===== src/rtl/gscan_pkg.sv =====
package gscan_pkg;
  typedef enum logic [1:0] {
    ST_IDLE  = 2'd0,
    ST_ISSUE = 2'd1,
    ST_WAIT  = 2'd2
  } seq_state_e;

  typedef enum logic [1:0] {
    IDX_HOLD = 2'd0,
    IDX_ZERO = 2'd1,
    IDX_INC  = 2'd2
  } idx_op_e;

  localparam int unsigned NFLAG    = 3;
  localparam int unsigned FLAG_CF  = 0;
  localparam int unsigned FLAG_TOR = 1;
  localparam int unsigned FLAG_PF  = 2;
endpackage


===== src/rtl/gscan_idx.sv =====
module gscan_idx
  import gscan_pkg::*;
#(
  parameter int unsigned DEPTH = 64,
  localparam int unsigned IDX_W = (DEPTH > 1) ? $clog2(DEPTH) : 1
) (
  input  logic             clk_i,
  input  logic             rst_ni,
  input  idx_op_e          op_i,
  output logic [IDX_W-1:0] idx_o,
  output logic             at_last_o
);
  localparam logic [IDX_W-1:0] LAST_IDX = IDX_W'(DEPTH - 1);

  logic [IDX_W-1:0] idx_q;

  always_ff @(posedge clk_i or negedge rst_ni) begin
    if (!rst_ni) begin
      idx_q <= '0;
    end else begin
      unique case (op_i)
        IDX_ZERO: idx_q <= '0;
        IDX_INC:  idx_q <= (idx_q == LAST_IDX) ? '0 : idx_q + 1'b1;
        default:  idx_q <= idx_q;
      endcase
    end
  end

  assign idx_o     = idx_q;
  assign at_last_o = (idx_q == LAST_IDX);
endmodule


===== src/rtl/gscan_flags.sv =====
module gscan_flags #(
  parameter int unsigned N = 3
) (
  input  logic         clk_i,
  input  logic         rst_ni,
  input  logic [N-1:0] set_i,
  input  logic [N-1:0] clr_i,
  output logic [N-1:0] flag_o
);
  for (genvar g = 0; g < N; g++) begin : g_flag
    logic q;
    always_ff @(posedge clk_i or negedge rst_ni) begin
      if (!rst_ni)       q <= 1'b0;
      else if (set_i[g]) q <= 1'b1;  // set wins over clear
      else if (clr_i[g]) q <= 1'b0;
    end
    assign flag_o[g] = q;
  end
endmodule


===== src/rtl/gscan_ctrl.sv =====
module gscan_ctrl
  import gscan_pkg::*;
#(
  parameter int unsigned CODE_W = 6,
  localparam logic [CODE_W-1:0] EOQ_CODE = '1
) (
  input  logic              clk_i,
  input  logic              rst_ni,
  input  logic              en_i,
  input  logic              gate_i,
  input  logic [CODE_W-1:0] code_i,
  input  logic              done_i,
  input  logic              at_last_i,
  input  logic              cf_q_i,
  output idx_op_e           idx_op_o,
  output logic              start_o,
  output logic              lv_load_o,
  output logic [NFLAG-1:0]  set_o
);
  seq_state_e state_q, state_d;
  logic       stop_q, stop_d;
  logic       comp, comp_go;

  always_comb begin
    state_d   = state_q;
    stop_d    = stop_q;
    idx_op_o  = IDX_HOLD;
    start_o   = 1'b0;
    lv_load_o = 1'b0;
    set_o     = '0;
    comp      = 1'b0;
    comp_go   = 1'b0;
    unique case (state_q)
      ST_IDLE: begin
        idx_op_o = IDX_ZERO;
        stop_d   = 1'b0;
        if (en_i && gate_i) state_d = ST_ISSUE;
      end
      ST_ISSUE: begin
        if (!en_i) begin
          state_d  = ST_IDLE;
          idx_op_o = IDX_ZERO;
        end else if (code_i == EOQ_CODE) begin
          comp    = 1'b1;
          comp_go = !stop_q;  // gate as seen at the last done
        end else if (stop_q) begin
          set_o[FLAG_PF] = 1'b1;
          state_d        = ST_IDLE;
          idx_op_o       = IDX_ZERO;
        end else begin
          start_o = 1'b1;
          state_d = ST_WAIT;
        end
      end
      ST_WAIT: begin
        if (!en_i) begin
          state_d  = ST_IDLE;
          idx_op_o = IDX_ZERO;
        end else if (done_i) begin
          lv_load_o = 1'b1;
          if (at_last_i) begin
            comp    = 1'b1;
            comp_go = gate_i;
          end else begin
            idx_op_o = IDX_INC;
            stop_d   = !gate_i;
            state_d  = ST_ISSUE;
          end
        end
      end
      default: state_d = ST_IDLE;
    endcase
    if (comp) begin
      set_o[FLAG_CF]  = 1'b1;
      set_o[FLAG_TOR] = cf_q_i;
      idx_op_o        = IDX_ZERO;
      stop_d          = 1'b0;
      state_d         = comp_go ? ST_ISSUE : ST_IDLE;
    end
  end

  always_ff @(posedge clk_i or negedge rst_ni) begin
    if (!rst_ni) begin
      state_q <= ST_IDLE;
      stop_q  <= 1'b0;
    end else begin
      state_q <= state_d;
      stop_q  <= stop_d;
    end
  end
endmodule


===== src/rtl/gscan_seq.sv =====
module gscan_seq
  import gscan_pkg::*;
#(
  parameter int unsigned DEPTH  = 64,
  parameter int unsigned CODE_W = 6,
  localparam int unsigned IDX_W = (DEPTH > 1) ? $clog2(DEPTH) : 1
) (
  input  logic              clk_i,
  input  logic              rst_ni,
  input  logic              en_i,
  input  logic              gate_i,
  output logic [IDX_W-1:0]  cmd_idx_o,
  input  logic [CODE_W-1:0] cmd_code_i,
  output logic              conv_start_o,
  input  logic              conv_done_i,
  input  logic              clr_cf_i,
  input  logic              clr_tor_i,
  input  logic              clr_pf_i,
  output logic              cf_o,
  output logic              tor_o,
  output logic              pf_o,
  output logic [IDX_W-1:0]  last_valid_o
);
  idx_op_e          idx_op;
  logic             at_last;
  logic             lv_load;
  logic [NFLAG-1:0] flag_set, flag_clr, flag_q;
  logic [IDX_W-1:0] lv_q;

  gscan_idx #(.DEPTH(DEPTH)) u_idx (
    .clk_i     (clk_i),
    .rst_ni    (rst_ni),
    .op_i      (idx_op),
    .idx_o     (cmd_idx_o),
    .at_last_o (at_last)
  );

  gscan_ctrl #(.CODE_W(CODE_W)) u_ctrl (
    .clk_i     (clk_i),
    .rst_ni    (rst_ni),
    .en_i      (en_i),
    .gate_i    (gate_i),
    .code_i    (cmd_code_i),
    .done_i    (conv_done_i),
    .at_last_i (at_last),
    .cf_q_i    (flag_q[FLAG_CF]),
    .idx_op_o  (idx_op),
    .start_o   (conv_start_o),
    .lv_load_o (lv_load),
    .set_o     (flag_set)
  );

  always_comb begin
    flag_clr           = '0;
    flag_clr[FLAG_CF]  = clr_cf_i;
    flag_clr[FLAG_TOR] = clr_tor_i;
    flag_clr[FLAG_PF]  = clr_pf_i;
  end

  gscan_flags #(.N(NFLAG)) u_flags (
    .clk_i  (clk_i),
    .rst_ni (rst_ni),
    .set_i  (flag_set),
    .clr_i  (flag_clr),
    .flag_o (flag_q)
  );

  always_ff @(posedge clk_i or negedge rst_ni) begin
    if (!rst_ni)      lv_q <= '0;
    else if (lv_load) lv_q <= cmd_idx_o;
  end

  assign cf_o         = flag_q[FLAG_CF];
  assign tor_o        = flag_q[FLAG_TOR];
  assign pf_o         = flag_q[FLAG_PF];
  assign last_valid_o = lv_q;
endmodule


===== config.mk =====
export PLATFORM = sky130hd
export DESIGN_NAME = gscan_seq
export DESIGN_NICKNAME = d
export VERILOG_FILES = /design/src/rtl/gscan_pkg.sv /design/src/rtl/gscan_idx.sv /design/src/rtl/gscan_flags.sv /design/src/rtl/gscan_ctrl.sv /design/src/rtl/gscan_seq.sv
export SDC_FILE = /design/constraint.sdc
export NUM_CORES = 1
export LEC_CHECK = 0
export BUFFER_PORTS_ARGS = -buffer_cell sky130_fd_sc_hd__buf_4
export CAP_MARGIN = 20
export CORE_MARGIN = 2
export CORE_UTILIZATION = 38
export CTS_BUF_LIST = sky130_fd_sc_hd__clkbuf_2 sky130_fd_sc_hd__clkbuf_4 sky130_fd_sc_hd__clkbuf_8
export CTS_CLUSTER_DIAMETER = 50
export DETAILED_ROUTE_END_ITERATION = 12
export SLEW_MARGIN = 10
export SYNTH_ARGS = -nofsm -noshare
export SYNTH_HDL_FRONTEND = slang
export SYNTH_SLANG_ARGS = --single-unit

===== constraint.sdc =====
create_clock -name clk_i -period 2.6 [get_ports clk_i]
set_input_delay 0.13 -clock clk_i [delete_from_list [all_inputs] [get_ports clk_i]]
set_output_delay 0.13 -clock clk_i [all_outputs]
set_load 0.05 [all_outputs]

======== After elaboration in Yosys (flattened, before gate mapping) ========
Cells that the tools add are included.
storage, ports and cells
  register bits after elaboration ......... 18
  input port bits ......................... 14
  output and inout port bits .............. 16
  word-level logic and storage cells ...... 87
cells by class
  $add $sub $neg .......................... 1
  equality and inequality tests ........... 13
  mux-type cells .......................... 55
  reduce and logical (&&, ||, !) cells .... 11
operators with widths
  operator             number
  $mux 1               33
  $mux 2               15
  $eq 6x6->1 const B   2
  $ne 4x3->1 const B   3
  $pmux 2 s3           2
  $pmux 6 s2           1
  $ne 3x2->1 const B   3
  $reduce_and 4->1     2
  $reduce_bool 2->1    4
  $add 6x1->6 const B  1
  $mux 6               1
  $pmux 1 s2           3
  $eq 2x1->1 const B   2
  $eq 2x2->1 const B   2
  $ne 3x1->1 const B   1
  $reduce_bool 3->1    1
  $logic_not 1->1      2
  $logic_not 2->1      1
  $logic_and 1x1->1    1

======== Logic depth before layout (Yosys ltp) ========
  word-level depth ........................ 8
  gate-level depth with buffers ........... 12
  gate-level depth less buffers ........... 11

======== Cells and area by module ========
A second synthesis with hierarchy kept.
second synthesis, totals
  cells, all modules ...................... 118
  area, all modules ....................... 1154.9 um2
by module, submodules not included
  module       instances  cells an instance  area an instance (um2)  seq. area each (um2)
  gscan_ctrl   1          55                 424.2                   75.1
  gscan_idx    1          38                 347.8                   150.1
  gscan_seq    1          13                 251.5                   150.1
  gscan_flags  1          12                 131.4                   75.1

======== Least setup slack after synthesis ========
No wires, ideal clock.
  path type ............................... reg2reg
  from .................................... register u_idx.idx_q[0] (netlist: u_idx.idx_o[0])
  to ...................................... register u_idx.idx_q[5] (netlist: u_idx.idx_o[5])
  setup time .............................. 0.127 ns
  data arrival time ....................... 2.621 ns
  required time ........................... 2.473 ns
  path slack .............................. -0.148 ns
  stages on the path, launching flop included .. 11
  path buffers ............................ 0
  clock period less this slack ............ 2.748 ns
  cells stage by stage .................... dfrtp_1 ha_1 nand3_2 o32ai_1 nand2_1 o31a_1 ha_1 nor3b_1 o21ai_0 a22oi_1 o21ai_0
between the ends
  word-level cells in the longest chain between the ends .. 8
  elaborated cells on any way between the ends .. 16
  classes of those cells .................. add/sub (1); eq/ne (3); mux (11); reduce/logical (1)
ends and longest elaborated chain
  element                                                 line                              RTL
  start, declared                                         gscan_idx.sv:15                   logic [IDX_W-1:0] idx_q;
  start signal, assigned                                  gscan_idx.sv:23                   IDX_INC: idx_q <= (idx_q == LAST_IDX) ? '0 : idx_q + 1'b1;
  start signal, assigned                                  gscan_idx.sv:24                   default: idx_q <= idx_q;
  $eq 6x6->1                                              gscan_idx.sv:23, gscan_idx.sv:30
  $mux 2 / $mux 1 (equally long branches)                 gscan_ctrl.sv:61                  if (at_last_i) begin
  $mux 2 / $mux 1 (equally long branches)                 gscan_ctrl.sv:59                  end else if (done_i) begin
  $mux 2 / $mux 1 (equally long branches)                 gscan_ctrl.sv:56                  if (!en_i) begin
  $pmux 2 s3 / $pmux 1 s2 (equally long branches)         gscan_ctrl.sv:33                  unique case (state_q)
  $mux 2                                                  gscan_ctrl.sv:73                  if (comp) begin
  $eq 2x2->1 / $eq 2x1->1 (equally long branches)         gscan_idx.sv:21                   unique case (op_i)
  $pmux 6 s2 / $reduce_bool 2->1 (equally long branches)  -
Parallel ways exist; a longest one is shown, timed or not.
A chain may end at the register's enable or synchronous reset.

======== Worst setup path in the final report ========
Ends and elaborated chain as after synthesis.

==> flow_metrics.tcl <==
set metrics [dict create \
    outcome "finished, final reports clean" \
    syn_to_final_growth_pct 33.4 \
    firstDrtPassIters 5 \
    mostFrequentLayoutCell "sky130_fd_sc_hd__buf_4" \
    final_estimated_routing_congestion_in_global_placement 0.835 \
    grt_pass1_wl_um 3950 \
    tritoncts_clock_tree "yes" \
    worstSetupStartpoint "u_idx.idx_o[0]" \
    gr-usage-all-layers_pct 15.5 \
    pre_cts_ws_ns 0.123 \
    worstReg2RegStart "u_idx.idx_o[0]" \
    timing.setup.tns_ns 0 \
    placeableCoreArea_mm2 0.00269 \
    max-clock-path-buffers 2 \
    power.density_mw_per_mm2 627 \
    post_synth.cell_area_avg_um2 9.75 \
    detail_route.wirelength_um 2250 \
    cellInternalPower_uw 548 \
    cell_leakage_power_nw 0.675 \
    total_switching_power_uw 332 \
    routed_wire_length_per_instance_um 12.8 \
    die_area_mm2 0.00321 \
    mappedNetlistArea_mm2 0.00105 \
    clock_power_share_pct 20.0 \
    timing.critical_path.from_type "register" \
    crit_chain "ha_1, nand3_2, o32ai_2, nand2_1, o31a_1, ha_1, nor3b_2, o21ai_0, a22oi_1, o21ai_0" \
    synth_fp_nets 128 \
    grt_pass1_vias 922 \
    p_sw_share_pct 37.7 \
    cts_inserted_buffers 3 \
    via_per_inst 5.38 \
    timing.reg2reg.worst_path_depth 10 \
    cts.sinks 18 \
    yosys.area.top_type "sky130_fd_sc_hd__dfrtp_1" \
    critical_path_arrival_ns 2.56 \
    grt_overflow_total 0 \
    class_of_the_tightest_hold_or_removal_check "input pin to register" \
    overall_die_height_um 56.7 \
    worstSkewPairLatency_ns 0.30 \
    synthCells 108 \
    sequentialPowerShare_pct 36.6 \
    nFillCells 254 \
    rsz_0062_raised_after_global_routing "no" \
    final_util_pct 52.3 \
    nets 166 \
    ios 30 \
    initialDrtViolationCount 14 \
    clkTransAtPathRegs_ns 0.11 \
    timing.slew.headroom_pct 77.1 \
    critical_path_cell_count 10 \
    antenna_cells 0 \
    p_comb_share_pct 43.3 \
    min_period_ns 2.38 \
    yosysTopAreaCellShare_pct 42.8 \
    detailed_place_hpwl_um 1740 \
    cp_max_fo 7 \
    max_cap_viol_count 0 \
    initial_core_util_pct 39.2 \
    critical_path.max_stage_delay_ns 0.42 \
    grt_start_max_net_pins 19 \
    worstSetupEndpointType "register" \
    chipWidth_um 56.7 \
    criticalPathCategory "register to register" \
    fmax_mhz 421 \
    timing.final.hold_violations 0 \
    final.setup.worst_slack_ns 0.222 \
    synthesis.yosys.warnings 0 \
    rows 19 \
    post_synth_num_cell_types 33 \
    h-tree-depth 1 \
    remaining_design_rule_violation_count 0 \
    ys_seq_elements 18 \
    clk_root_buffer_cell "sky130_fd_sc_hd__clkbuf_4" \
    cp_capture_point "u_idx.idx_o[5]" \
    detailroute.via_count 947 \
    max-vdd-ir-drop_v 0.000396 \
    critical_path.reg2reg.endpoint "u_idx.idx_o[5]" \
    top_delay_family_on_crit_path "compound AO/OA/AOI/OAI gates" \
    timing.critical_path.required_ns 2.79 \
    port_buffers 29 \
    maxSlewViolCount 0 \
    drive_above_1_share_pct 37.2 \
    detail-route-antenna-nets 0 \
    timing.critical_path.buf_inv 0 \
    crit_slowest_cell "sky130_fd_sc_hd__dfrtp_2" \
    synth_seq_area_share_pct 42.8 \
    fin_crit_sh_pct 91.4 \
    finalSetupViolCount 0 \
    clock_skew_ns 0.00485 \
    antenna_violations_before_repair 0 \
    r2r_setup_slack_ns 0.22 \
    synth.top_cells.by_area "sky130_fd_sc_hd__dfrtp_1, sky130_fd_sc_hd__mux2_2, sky130_fd_sc_hd__ha_1" \
    final_cell_mix "sky130_fd_sc_hd__buf_4, sky130_fd_sc_hd__dfrtp_1, sky130_fd_sc_hd__nand2_1, sky130_fd_sc_hd__nor3_1, sky130_fd_sc_hd__o21ai_0" \
    worst_pin_slew_ns 0.343 \
]
==> area by class of cell <==
| cell class | instances | area, um^2 | share of cell area, % |
|---|---|---|---|
| clock buffers | 4 | 36.3 | 2.58 |
| inverters | 7 | 26.3 | 1.87 |
| multi-input cells | 80 | 573 | 40.8 |
| flip-flops and latches | 18 | 453 | 32.2 |
| well taps | 31 | 38.8 | 2.76 |
| repair buffers | 36 | 278 | 19.8 |
==> stage by stage <==
step / power, mW / instances / cell area (um^2) / hold slack, ns
after global placement: 0.697 / 169 / 1330 / 0.0137
after detailed placement: 0.702 / 169 / 1330 / 0.0175
after global routing: 0.943 / 176 / 1410 / 0.0118
after CTS: 0.879 / 174 / 1370 / 0.00325
final: 0.881 / 176 / 1410 / 0.0186
after floorplan: 0.593 / 108 / 1060 / -0.166
==> logic make-up after synthesis <==
| group | Yosys count | share of synthesized area, % |
|---|---|---|
| buf+inv | 10 | 4.04 |
| flops | 18 | 42.8 |
| mux | 11 | 11.3 |
| fa+ha+maj | 6 | 7.13 |
| simple gates | 38 | 18.8 |
| compound gates | 25 | 16.0 |
==> routing by layer <==
layer  GRT usage (%)  part of all wire (%)
met1            19.3                    44
met2            26.2                    50
met3            3.00                   5.3
met4            5.78                   1.0
met5               0                     0
==> worst register-to-register path: cells and delay by family (launching register included) <==
kind	cells	cell delay, ns
compound gates	5	0.83
fa+ha+maj	2	0.54
simple gates	3	0.48
flops	1	0.42
==> power groups by stage <==
stage                     Sequential (mW)  Combinational (mW)  Clock, mW
after global placement              0.326               0.371          0
after CTS                           0.323               0.376      0.180
after global routing                0.327               0.423      0.194
final                               0.323               0.381      0.177
after floorplan                     0.340               0.254          0
after detailed placement            0.328               0.374          0
==> state kept, by name, summed over array words and instances (netlist names) <==
name,count
u_idx.idx_o,6
last_valid_o,6
u_ctrl.state_q,2
u_ctrl.stop_q,1
u_flags.g_flag.q,3
==> synth_stat cells <==
master	instances
sky130_fd_sc_hd__a21bo_2	1
sky130_fd_sc_hd__a21o_1	1
sky130_fd_sc_hd__a21oi_1	4
sky130_fd_sc_hd__a22oi_1	1
sky130_fd_sc_hd__a311oi_1	1
sky130_fd_sc_hd__a311oi_2	1
sky130_fd_sc_hd__a41oi_1	1
sky130_fd_sc_hd__and2_2	1
sky130_fd_sc_hd__and3_4	1
sky130_fd_sc_hd__and4_1	1
sky130_fd_sc_hd__and4_4	1
sky130_fd_sc_hd__buf_2	1
sky130_fd_sc_hd__buf_4	1
sky130_fd_sc_hd__clkbuf_1	1
sky130_fd_sc_hd__dfrtp_1	18
sky130_fd_sc_hd__ha_1	6
sky130_fd_sc_hd__inv_1	7
sky130_fd_sc_hd__mux2_2	7
sky130_fd_sc_hd__mux2i_1	4
sky130_fd_sc_hd__nand2_1	13
sky130_fd_sc_hd__nand3_1	3
sky130_fd_sc_hd__nand3_2	1
sky130_fd_sc_hd__nor2_1	4
sky130_fd_sc_hd__nor2b_1	2
sky130_fd_sc_hd__nor3_1	10
sky130_fd_sc_hd__nor3b_1	1
sky130_fd_sc_hd__o21ai_0	8
sky130_fd_sc_hd__o21ai_1	1
sky130_fd_sc_hd__o22ai_1	2
sky130_fd_sc_hd__o2bb2ai_1	1
sky130_fd_sc_hd__o31a_1	1
sky130_fd_sc_hd__o31ai_1	1
sky130_fd_sc_hd__o32ai_1	1
==> worst min path at each step <==
stage / end / cells after the start / startpoint / slack [ns]
CTS: u_flags.g_flag[0].q / 2 / clr_cf_i / 0.003
detailed placement: last_valid_o[4] / 1 / rst_ni / 0.02
global placement: u_flags.g_flag[1].q / 1 / rst_ni / 0.01
floorplan: last_valid_o[0] / 0 / rst_ni / -0.17
global route: u_flags.g_flag[2].q / 2 / clr_pf_i / 0.01
finish: u_flags.g_flag[2].q / 2 / clr_pf_i / 0.02
==> timing repair <==
| item | in CTS | in global routing |
|---|---|---|
| hold buffers | 1 | 2 |
| resized for setup | 0 | 2 |
| endpoints found under the setup margin | 0 | 3 |
| hold endpoints to repair | 18 | 2 |
| buffers inserted | 0 | 0 |
Power figures use the tool's default switching activity.
